==> src/rtl/cca_pkg.sv <==
package cca_pkg;

  typedef enum logic [2:0] {
    MODE_OFF       = 3'd0,
    MODE_ENERGY    = 3'd1,
    MODE_GAINLOSS  = 3'd2,
    MODE_CORR      = 3'd3,
    MODE_EN_OR_CS  = 3'd4,
    MODE_EN_AND_CS = 3'd5,
    MODE_OFF_A     = 3'd6,
    MODE_OFF_B     = 3'd7
  } ccaMode_e;

  // control -> datapath
  typedef struct packed {
    logic restart;
  } ctlStrobe_t;

  // datapath -> control
  typedef struct packed {
    logic evalNow;     // dwell at its check cycle
    logic lockOk;      // lock held for whole dwell so far, incl. this cycle
    logic corrOk;      // peak seen in this dwell up to this cycle
    logic energyHigh;  // registered energy comparison
  } dwellInfo_t;

endpackage

==> src/rtl/cca_dwell_path.sv <==
module cca_dwell_path
  import cca_pkg::*;
#(
  parameter int CLK_PER_US  = 4,
  parameter int DWELL_US    = 10,
  parameter int SAMPLE_US   = 8,
  parameter int SAMPLE_FRAC = 2,
  parameter int RSSI_W      = 8
) (
  input  logic              clk,
  input  logic              rstN,
  input  ctlStrobe_t        strobe,
  input  logic              agcLocked,
  input  logic              corrHit,
  input  logic [RSSI_W-1:0] rssiLevel,
  input  logic [RSSI_W-1:0] rssiThresh,
  output dwellInfo_t        info
);

  localparam int DWELL_CYC  = DWELL_US * CLK_PER_US;
  localparam int SAMPLE_CYC = SAMPLE_US * CLK_PER_US + SAMPLE_FRAC;
  localparam int CNT_W      = (DWELL_CYC > 1) ? $clog2(DWELL_CYC) : 1;

  logic [CNT_W-1:0] dwellCnt;
  logic             lockRun;
  logic             corrSeen;
  logic             energyReg;
  logic             dwellStart;
  logic             dwellLast;

  assign dwellStart = (dwellCnt == '0);
  assign dwellLast  = (dwellCnt == CNT_W'(DWELL_CYC - 1));

  // dwell position counter
  always_ff @(posedge clk or negedge rstN) begin
    if (!rstN) begin
      dwellCnt <= '0;
    end else if (strobe.restart) begin
      dwellCnt <= '0;
    end else if (dwellLast) begin
      dwellCnt <= '0;
    end else begin
      dwellCnt <= dwellCnt + 1'b1;
    end
  end

  // lock-held and peak-seen accumulators, reopened at each dwell start
  always_ff @(posedge clk or negedge rstN) begin
    if (!rstN) begin
      lockRun  <= 1'b0;
      corrSeen <= 1'b0;
    end else if (strobe.restart) begin
      lockRun  <= 1'b0;
      corrSeen <= 1'b0;
    end else if (dwellStart) begin
      lockRun  <= agcLocked;
      corrSeen <= corrHit;
    end else begin
      lockRun  <= lockRun & agcLocked;
      corrSeen <= corrSeen | corrHit;
    end
  end

  // energy comparison register
  always_ff @(posedge clk or negedge rstN) begin
    if (!rstN) begin
      energyReg <= 1'b0;
    end else if (strobe.restart) begin
      energyReg <= 1'b0;
    end else begin
      energyReg <= (rssiLevel >= rssiThresh);
    end
  end

  always_comb begin
    info.evalNow    = !strobe.restart && (dwellCnt == CNT_W'(SAMPLE_CYC));
    info.lockOk     = lockRun & agcLocked;
    info.corrOk     = corrSeen | corrHit;
    info.energyHigh = energyReg;
  end

  AST_CNT_RANGE: assert property (@(posedge clk) disable iff (!rstN)
    dwellCnt < CNT_W'(DWELL_CYC));
  AST_DWELL_WRAP: assert property (@(posedge clk) disable iff (!rstN)
    (!strobe.restart && dwellLast) |=> (dwellCnt == '0));
  AST_EVAL_SINGLE: assert property (@(posedge clk) disable iff (!rstN)
    info.evalNow |=> !info.evalNow);
  AST_RESTART_CNT: assert property (@(posedge clk) disable iff (!rstN)
    strobe.restart |=> (dwellCnt == '0 && !energyReg));

endmodule

==> src/rtl/cca_control.sv <==
module cca_control
  import cca_pkg::*;
(
  input  logic       clk,
  input  logic       rstN,
  input  logic       rxEnable,
  input  logic       endOfPacket,
  input  logic       agcLocked,
  input  logic [2:0] ccaMode,
  input  dwellInfo_t info,
  output ctlStrobe_t strobe,
  output logic       ccaBusy,
  output logic       tracking
);

  logic     gainLoss;   // carrier sense from gain-loop unlock
  logic     corrSense;  // carrier sense from last valid check
  logic     pairWait;   // one valid hit seen without gain loss
  logic     validEval;
  logic     advance;
  logic     anySense;
  logic     busyNext;
  ccaMode_e modeSel;

  assign strobe.restart = !rxEnable || endOfPacket;
  assign validEval      = info.evalNow && info.lockOk;
  assign advance        = validEval && info.corrOk && (gainLoss || pairWait);
  assign anySense       = gainLoss | corrSense | tracking;
  assign modeSel        = ccaMode_e'(ccaMode);

  always_comb begin
    unique case (modeSel)
      MODE_ENERGY:    busyNext = info.energyHigh;
      MODE_GAINLOSS:  busyNext = gainLoss | tracking;
      MODE_CORR:      busyNext = corrSense | tracking;
      MODE_EN_OR_CS:  busyNext = info.energyHigh | anySense;
      MODE_EN_AND_CS: busyNext = info.energyHigh & anySense;
      default:        busyNext = 1'b0;
    endcase
  end

  always_ff @(posedge clk or negedge rstN) begin
    if (!rstN) begin
      gainLoss  <= 1'b0;
      corrSense <= 1'b0;
      pairWait  <= 1'b0;
      tracking  <= 1'b0;
      ccaBusy   <= 1'b0;
    end else if (strobe.restart) begin
      gainLoss  <= 1'b0;
      corrSense <= 1'b0;
      pairWait  <= 1'b0;
      tracking  <= 1'b0;
      ccaBusy   <= 1'b0;
    end else begin
      ccaBusy <= busyNext;

      if (!agcLocked) begin
        gainLoss <= 1'b1;
      end else if (validEval && (!info.corrOk || gainLoss)) begin
        gainLoss <= 1'b0;
      end

      if (validEval) begin
        corrSense <= info.corrOk;
      end

      if (advance) begin
        tracking <= 1'b1;
      end

      if (tracking || advance) begin
        pairWait <= 1'b0;
      end else if (validEval) begin
        pairWait <= info.corrOk && !gainLoss;
      end
    end
  end

  AST_GAIN_SET: assert property (@(posedge clk) disable iff (!rstN)
    (!strobe.restart && !agcLocked) |=> gainLoss);
  AST_GAIN_CLEAR: assert property (@(posedge clk) disable iff (!rstN)
    $fell(gainLoss) |-> $past(strobe.restart || info.evalNow));
  AST_TRACK_ENTRY: assert property (@(posedge clk) disable iff (!rstN)
    $rose(tracking) |-> $past(info.evalNow && info.corrOk));
  AST_TRACK_HOLD: assert property (@(posedge clk) disable iff (!rstN)
    (tracking && !strobe.restart) |=> tracking);
  AST_OFF_QUIET: assert property (@(posedge clk) disable iff (!rstN)
    (ccaMode == 3'd0 || ccaMode == 3'd6 || ccaMode == 3'd7) |=> !ccaBusy);
  AST_RESTART_CLEAR: assert property (@(posedge clk) disable iff (!rstN)
    strobe.restart |=> (!tracking && !ccaBusy && !gainLoss && !corrSense));
  AST_CORR_HOLD: assert property (@(posedge clk) disable iff (!rstN)
    (!strobe.restart && !info.evalNow) |=> $stable(corrSense));

endmodule

==> src/rtl/cca_top.sv <==
module cca_top
  import cca_pkg::*;
#(
  parameter int CLK_PER_US  = 4,
  parameter int DWELL_US    = 10,
  parameter int SAMPLE_US   = 8,
  parameter int SAMPLE_FRAC = 2,
  parameter int RSSI_W      = 8
) (
  input  logic              clk,
  input  logic              rstN,
  input  logic              rxEnable,
  input  logic              endOfPacket,
  input  logic              agcLocked,
  input  logic              corrHit,
  input  logic [RSSI_W-1:0] rssiLevel,
  input  logic [RSSI_W-1:0] rssiThresh,
  input  logic [2:0]        ccaMode,
  output logic              ccaBusy,
  output logic              tracking
);

  ctlStrobe_t strobe;
  dwellInfo_t info;

  cca_dwell_path #(
    .CLK_PER_US (CLK_PER_US),
    .DWELL_US   (DWELL_US),
    .SAMPLE_US  (SAMPLE_US),
    .SAMPLE_FRAC(SAMPLE_FRAC),
    .RSSI_W     (RSSI_W)
  ) uPath (
    .clk       (clk),
    .rstN      (rstN),
    .strobe    (strobe),
    .agcLocked (agcLocked),
    .corrHit   (corrHit),
    .rssiLevel (rssiLevel),
    .rssiThresh(rssiThresh),
    .info      (info)
  );

  cca_control uCtl (
    .clk        (clk),
    .rstN       (rstN),
    .rxEnable   (rxEnable),
    .endOfPacket(endOfPacket),
    .agcLocked  (agcLocked),
    .ccaMode    (ccaMode),
    .info       (info),
    .strobe     (strobe),
    .ccaBusy    (ccaBusy),
    .tracking   (tracking)
  );

endmodule

==> config.mk <==
export PLATFORM = sky130hd
export DESIGN_NAME = cca_top
export DESIGN_NICKNAME = d
export VERILOG_FILES = /design/src/rtl/cca_pkg.sv /design/src/rtl/cca_dwell_path.sv /design/src/rtl/cca_control.sv /design/src/rtl/cca_top.sv
export SDC_FILE = /design/constraint.sdc
export NUM_CORES = 1
export LEC_CHECK = 0
export BUFFER_PORTS_ARGS = -buffer_cell sky130_fd_sc_hd__buf_2
export CORE_ASPECT_RATIO = 0.6
export CORE_MARGIN = 2
export CORE_UTILIZATION = 35
export DETAILED_ROUTE_END_ITERATION = 10
export PLACE_DENSITY = 0.63
export SETUP_SLACK_MARGIN = 0.15
export SYNTH_ARGS = -nofsm -noshare
export SYNTH_HDL_FRONTEND = slang
export SYNTH_SLANG_ARGS = --single-unit
==> constraint.sdc <==
create_clock -name clk -period 4.1 [get_ports clk]
set_input_delay 0 -clock clk [delete_from_list [all_inputs] [get_ports clk]]
set_output_delay 0 -clock clk [all_outputs]
set_load 0.02 [all_outputs]
==> flow_metrics.tcl, run 1 <==
set metrics [dict create \
    worstSkewPairLatency_ns 0.24 \
    grt_pass1_wl_um 3530 \
    power_density_nw_per_um2 273 \
    synthCells 101 \
    netlist_area_sq_um 938 \
    synth_edf_count 0 \
    cts_tree "built" \
    synth_compound_area_share_pct 12.4 \
    cp_max_fo 5 \
    drc 0 \
    min_from "ccaMode[2]" \
    synth_mux_area_share_pct 1.07 \
    yosys_warnings 0 \
    die_x_um 70.8 \
    ys_seq_area_share_pct 37.3 \
    ff2ff_setup_slack_ns 2.28 \
    final_cell_mix "26 x buf_2, 14 x dfrtp_1, 13 x inv_1" \
    syn2layout_area_growth_pct 26.0 \
    power_switching_mw 0.0737 \
    clock_path_buffers 2 \
    drive_above_1_share_pct 27.3 \
    ir_drop_mv 0.159 \
    critPathLaunchType "register" \
    p_sw_share_pct 22.8 \
    post_drt_wl_per_cell_um 12.1 \
    async_reset_ff_share_pct 100 \
    hold_path.class "in2reg" \
    die_y_um 44.1 \
    grt_overflow 0 \
    cts.repair.resized 0 \
    final_common_cell "buf_2" \
    globalplace.congestion 0.769 \
    ys.flop_type "dfrtp_1" \
    relSlewSlack_pct 58.0 \
    finClkSkew_ns 0.00486 \
    yosysUniqueCellTypes 35 \
    period_share_pct 44.3 \
    dp.cells 157 \
    yosys.area_share.simple_pct 25.2 \
    ys_ff_latch 14 \
    status "completed" \
    hold_viol 0 \
    setup_violations 0 \
    cts_hold_buf 3 \
    grt_pass1_vias 804 \
    wirelength_um 1990 \
    pwr-share-comb_pct 13.9 \
    syn_avg_cell_area_sq_um 9.29 \
    fin_setup_tns_ns 0 \
    cts_setup_buffers 0 \
    crit_type "reg2reg" \
    initial_core_util_pct 37.2 \
    synthAdderAreaFrac_pct 15.7 \
    dp_hpwl_um 1590 \
    grt_usage_pct 14.5 \
    leakagePower_nw 0.581 \
    syn-num-nets 137 \
    maxCapViolCount 0 \
    r2r_cells 6 \
    cts.sinks 14 \
    placementRows 14 \
    htree_levels 1 \
    root_buffer "clkbuf_8" \
    p_int_mw 0.249 \
    dr.pass1.iters 4 \
    hold-path-cell-count 3 \
    core_sq_um 2520 \
    crit_required_ns 4.25 \
    synth_xor_area_share_pct 1.87 \
    p_clk_share_pct 41.4 \
    dieArea_sq_um 3120 \
    max_clock_freq_ghz 0.551 \
    portBuffers 26 \
    arrival_ns 1.96 \
    postLayoutCoreUtil_pct 46.9 \
    tightest_slew_ns 0.630 \
    reg2reg_to "uCtl.pairWait" \
    antenna_left 0 \
    grt_max_degree 16 \
    cts_buffers 3 \
    fin_crit_ns 1.82 \
    top_level_ports 27 \
    fillers 256 \
    clkSlewWorstSetupHoldPaths_ns 0.06 \
    slew_viol_final 0 \
    fin_cells 164 \
    n_antenna_cell 0 \
    layout.nets 169 \
    rsz0062_at_grt "no" \
    sequentialPowerShare_pct 44.7 \
    vias_per_cell 4.94 \
    dr_total_vias 810 \
    antenna_found_initial 0 \
    synth_top_family_by_area "simple AND/OR/NAND/NOR gates" \
    reg2reg_from "uPath.dwellCnt[0]" \
    critPathCaptureType "register" \
    holdPathEnd "uCtl.ccaBusy" \
    drt-initial-drc-count 21 \
]
critical path, cell delays in order, from the launching register on:
cell and delay (ns):
dfrtp_1 0.43, inv_1 0.11, ha_1 0.14, and2_1 0.18, nand4_4 0.13, or4_4 0.50
a211oi_2 0.23
cells in the mapped netlist, drive strengths merged (2+ instances only):
master	n	area share (%)
ha	11	15
nor2	10	4.8
inv	13	5.2
nand2b	2	1.3
nand3	5	2.7
a21oi	9	4.8
nor2b	2	2.1
nor3b	2	1.6
a21o	2	1.6
or3	2	1.3
nand4	2	2.9
nor3	4	2.1
nand2	5	2.0
dfrtp	14	37
worst max-delay path by stage:
stage,from,endpoint,slack [ns],depth (start not counted)
floorplan,uPath.dwellCnt[0],uCtl.pairWait,2.44,6
global placement,uPath.dwellCnt[0],uCtl.pairWait,2.40,6
detailed placement,uPath.dwellCnt[0],uCtl.pairWait,2.29,6
CTS,uPath.dwellCnt[0],uCtl.pairWait,2.27,6
global route,uPath.dwellCnt[0],uCtl.pairWait,2.19,6
finish,uPath.dwellCnt[0],uCtl.pairWait,2.28,6
stage by stage:
step	power, mW	worst slack [ns]	hold WS [ns]	area [sq um]
after global placement	0.188	2.40	-0.0840	1100
final	0.322	2.28	0.0929	1180
after floorplan	0.168	2.44	-0.296	938
after detailed placement	0.190	2.29	-0.0833	1100
after CTS	0.327	2.27	0.0853	1180
after global routing	0.342	2.19	0.108	1180
cells by family (layout without fill, tap and decap cells):
group / count (synthesis) / count (layout)
multiplexers: 1 / 1
XOR/XNOR: 2 / 2
flip-flops: 14 / 14
buffers and inverters: 15 / 46
AO/OA/AOI/OAI: 18 / 18
adder cells (fa/ha/maj): 12 / 12
AND/OR/NAND/NOR: 39 / 39
state kept, by name, summed over array words and instances, names as in the netlist:
signal           count
uCtl.tracking        1
uPath.dwellCnt       6
uCtl.corrSense       1
uPath.energyReg      1
uCtl.ccaBusy         1
uCtl.pairWait        1
uPath.lockRun        1
uPath.corrSeen       1
uCtl.gainLoss        1
power groups by stage:
stage               combinational (mW)  sequential, mW  clock (mW)
CTS                             0.0457           0.144       0.137
global placement                0.0414           0.146           0
floorplan                       0.0225           0.146           0
finish                          0.0448           0.144       0.134
global route                    0.0527           0.144       0.144
detailed placement              0.0435           0.146           0
routing by layer:
layer  routed length, um  part of all wire, %  track usage (%)  vias to the layer above
met5                   0                    0                0                        -
met4                  14                 0.70             4.15                        0
met3                  96                  4.8             5.01                        2
met2                 895                   45             22.6                       21
met1                 985                   49             19.3                      372
li1                    -                    -                -                      415
area by class of cell:
| cell class | count | area [sq um] | share of cell area, % |
|---|---|---|---|
| inverter | 13 | 48.8 | 4.13 |
| sequential | 14 | 350 | 29.6 |
| multi-input combinational | 72 | 528 | 44.7 |
| clock buffer | 4 | 55.1 | 4.66 |
| tap | 32 | 40.0 | 3.39 |
| timing repair buffer | 29 | 160 | 13.5 |
Note: power is estimated with default switching activity, not from simulation.
==> run 2: changes to the inputs <==
- ABC_AREA: unset -> 1
- PLACE_DENSITY: 0.63 -> 0.62
- clock period: 4.1 -> 1.8 ns (I/O delays scaled with it)
==> flow_metrics.tcl, run 2 <==
set metrics [dict create \
    status "completed" \
    ys_ff_latch 14 \
    antenna_found_initial 0 \
    drt-initial-drc-count 32 \
    worstSkewPairLatency_ns 0.24 \
    slew_viol_final 0 \
    die_x_um 71.6 \
    dp_hpwl_um 1650 \
    htree_levels 1 \
    leakagePower_nw 0.681 \
    drc 0 \
    yosysUniqueCellTypes 21 \
    ff2ff_setup_slack_ns 0.50 \
    critPathCaptureType "register" \
    globalplace.congestion 0.831 \
    grt_pass1_wl_um 3440 \
    power_mw 0.752 \
    hold_path.class "in2reg" \
    synthCells 128 \
    portBuffers 26 \
    yosys.cell_count.top_type "inv_1" \
    finClkSkew_ns 0.00382 \
    layout.nets 198 \
    fin_cells 193 \
    max_clock_freq_ghz 0.771 \
    dr.pass1.iters 4 \
    setup_violations 0 \
    cpPeakStageDelay_ns 0.41 \
    dieArea_sq_um 3190 \
    grt_max_degree 15 \
    dp.cells 186 \
    yosys_warnings 0 \
    vias_per_cell 4.51 \
    wirelength_um 1990 \
    hold-path-cell-count 4 \
    cp_max_fo 4 \
    cp_slowest_cell "dfrtp_1" \
    synth_edf_count 0 \
    syn_avg_cell_area_sq_um 7.49 \
    die_y_um 44.5 \
    critical_path.top_delay_family "flip-flops" \
    worst-path-buf-inv 1 \
    maxCapViolCount 0 \
    async_reset_ff_share_pct 100 \
    cts_setup_buffers 0 \
    period_share_pct 72.0 \
    core_sq_um 2560 \
    synthTopCellsByCount "29 x inv_1, 20 x nand2_1, 16 x nor2_1, 14 x dfrtp_1, 11 x ha_1" \
    grt_pass1_vias 812 \
    crit_required_ns 1.94 \
    syn-num-nets 164 \
    path_common_cell "nor2_1" \
    cp_cell_sequence "inv_1 -> ha_1 -> nand2_1 -> nor2_1 -> nand3_2 -> o21ai_1 -> nor2_1" \
    synth_area_leaders "dfrtp_1 37%, ha_1 14%, inv_1 11%" \
    ys_seq_area_share_pct 36.6 \
    dr_total_vias 871 \
    arrival_ns 1.43 \
    cts_hold_buf 3 \
    relSlewSlack_pct 77.3 \
    hold_viol 0 \
    synth_top_area_share_pct 36.6 \
    grt_overflow 0 \
    placementRows 14 \
    critPathLaunchType "register" \
    cts.sinks 14 \
    fin_setup_tns_ns 0 \
    post_drt_wl_per_cell_um 10.3 \
    top_level_ports 27 \
    initial_core_util_pct 37.5 \
    cts.repair.resized 0 \
    synth_top_cell_by_area "dfrtp_1" \
    r2r_cells 7 \
    cts_buffers 3 \
    syn2layout_area_growth_pct 26.6 \
    ys.flop_type "dfrtp_1" \
    netlist_area_sq_um 958 \
    tightest_slew_ns 0.338 \
    multi_input_area_sq_um 488 \
    drive_above_1_share_pct 26.1 \
    rsz0062_at_grt "no" \
    final_cell_mix "29 x inv_1, 26 x buf_2, 20 x nand2_1" \
    n_antenna_cell 0 \
    regArea_sq_um 350 \
    final_common_cell "inv_1" \
    power_density_nw_per_um2 620 \
    grt_usage_pct 14.2 \
    crit_type "reg2reg" \
    regMostFlops "uPath.dwellCnt" \
    clock_path_buffers 2 \
    fillers 253 \
    root_buffer "clkbuf_8" \
    clkSlewWorstSetupHoldPaths_ns 0.06 \
    ir_drop_mv 0.306 \
    cp.depth 7 \
    antenna_left 0 \
    cts_tree "built" \
    fin_crit_ns 1.30 \
    largest_register_ffs 6 \
]
==> run 2: final cells by class <==
type / count / area share, %
Clock buffer: 4 / 4.54
Inverter: 32 / 9.90
Multi-Input combinational cell: 82 / 40.2
Sequential cell: 14 / 28.9
Tap cell: 32 / 3.30
Timing Repair Buffer: 29 / 13.2
==> run 2: cells by family after synthesis <==
logic type / after synthesis / share of synthesized area (%)
AOI/OAI and AO/OA: 18 / 10.8
adders and majority gates: 11 / 14.4
and+or+nand+nor: 52 / 24.8
DFF: 14 / 36.6
xor gates and xnor gates: 1 / 0.914
buffers and inverters: 32 / 12.5
==> run 2: metrics by stage <==
step	hold slack, ns	area [sq um]	util [%]	worst slack, ns
CTS	0.0756	1210	47.5	0.498
global route	0.133	1210	47.5	0.397
floorplan	-0.296	958	-	0.639
global placement	-0.0848	1130	44.1	0.601
detailed placement	-0.0839	1130	44.1	0.527
finish	0.0784	1210	47.5	0.503
==> run 2: report_power, final <==
group / internal, mW / switching [mW] / leakage (nW)
logic: 0.0556 / 0.0671 / 0.461
clock network: 0.194 / 0.108 / 0.0288
registers: 0.323 / 0.00504 / 0.191
==> run 2: worst min-delay path: cells and delay by family <==
kind,cells,cell delay [ns]
buf+inv,2,0.11
compound gates,1,0.11
simple gates,1,0.05
==> run 2: worst paths after layout <==
path | startpoint | end
setup / recovery | uPath.dwellCnt[0] | uCtl.pairWait
hold / removal | ccaMode[2] | uCtl.ccaBusy
setup reg to reg | uPath.dwellCnt[0] | uCtl.pairWait
hold reg to reg | uPath.dwellCnt[0] | uPath.dwellCnt[0]
max in group asynchronous | rstN | uPath.dwellCnt[3]
min in group asynchronous | rstN | uCtl.corrSense
==> run 2: per-layer routing <==
layer	part of all wire, %	routed length [um]	GRT usage, %	vias to the layer above
met1	50	992	19.6	382
met5	0	0	0	-
li1	-	-	-	463
met2	42	836	22.0	24
met4	0.50	10	2.26	0
met3	7.5	150	5.01	2
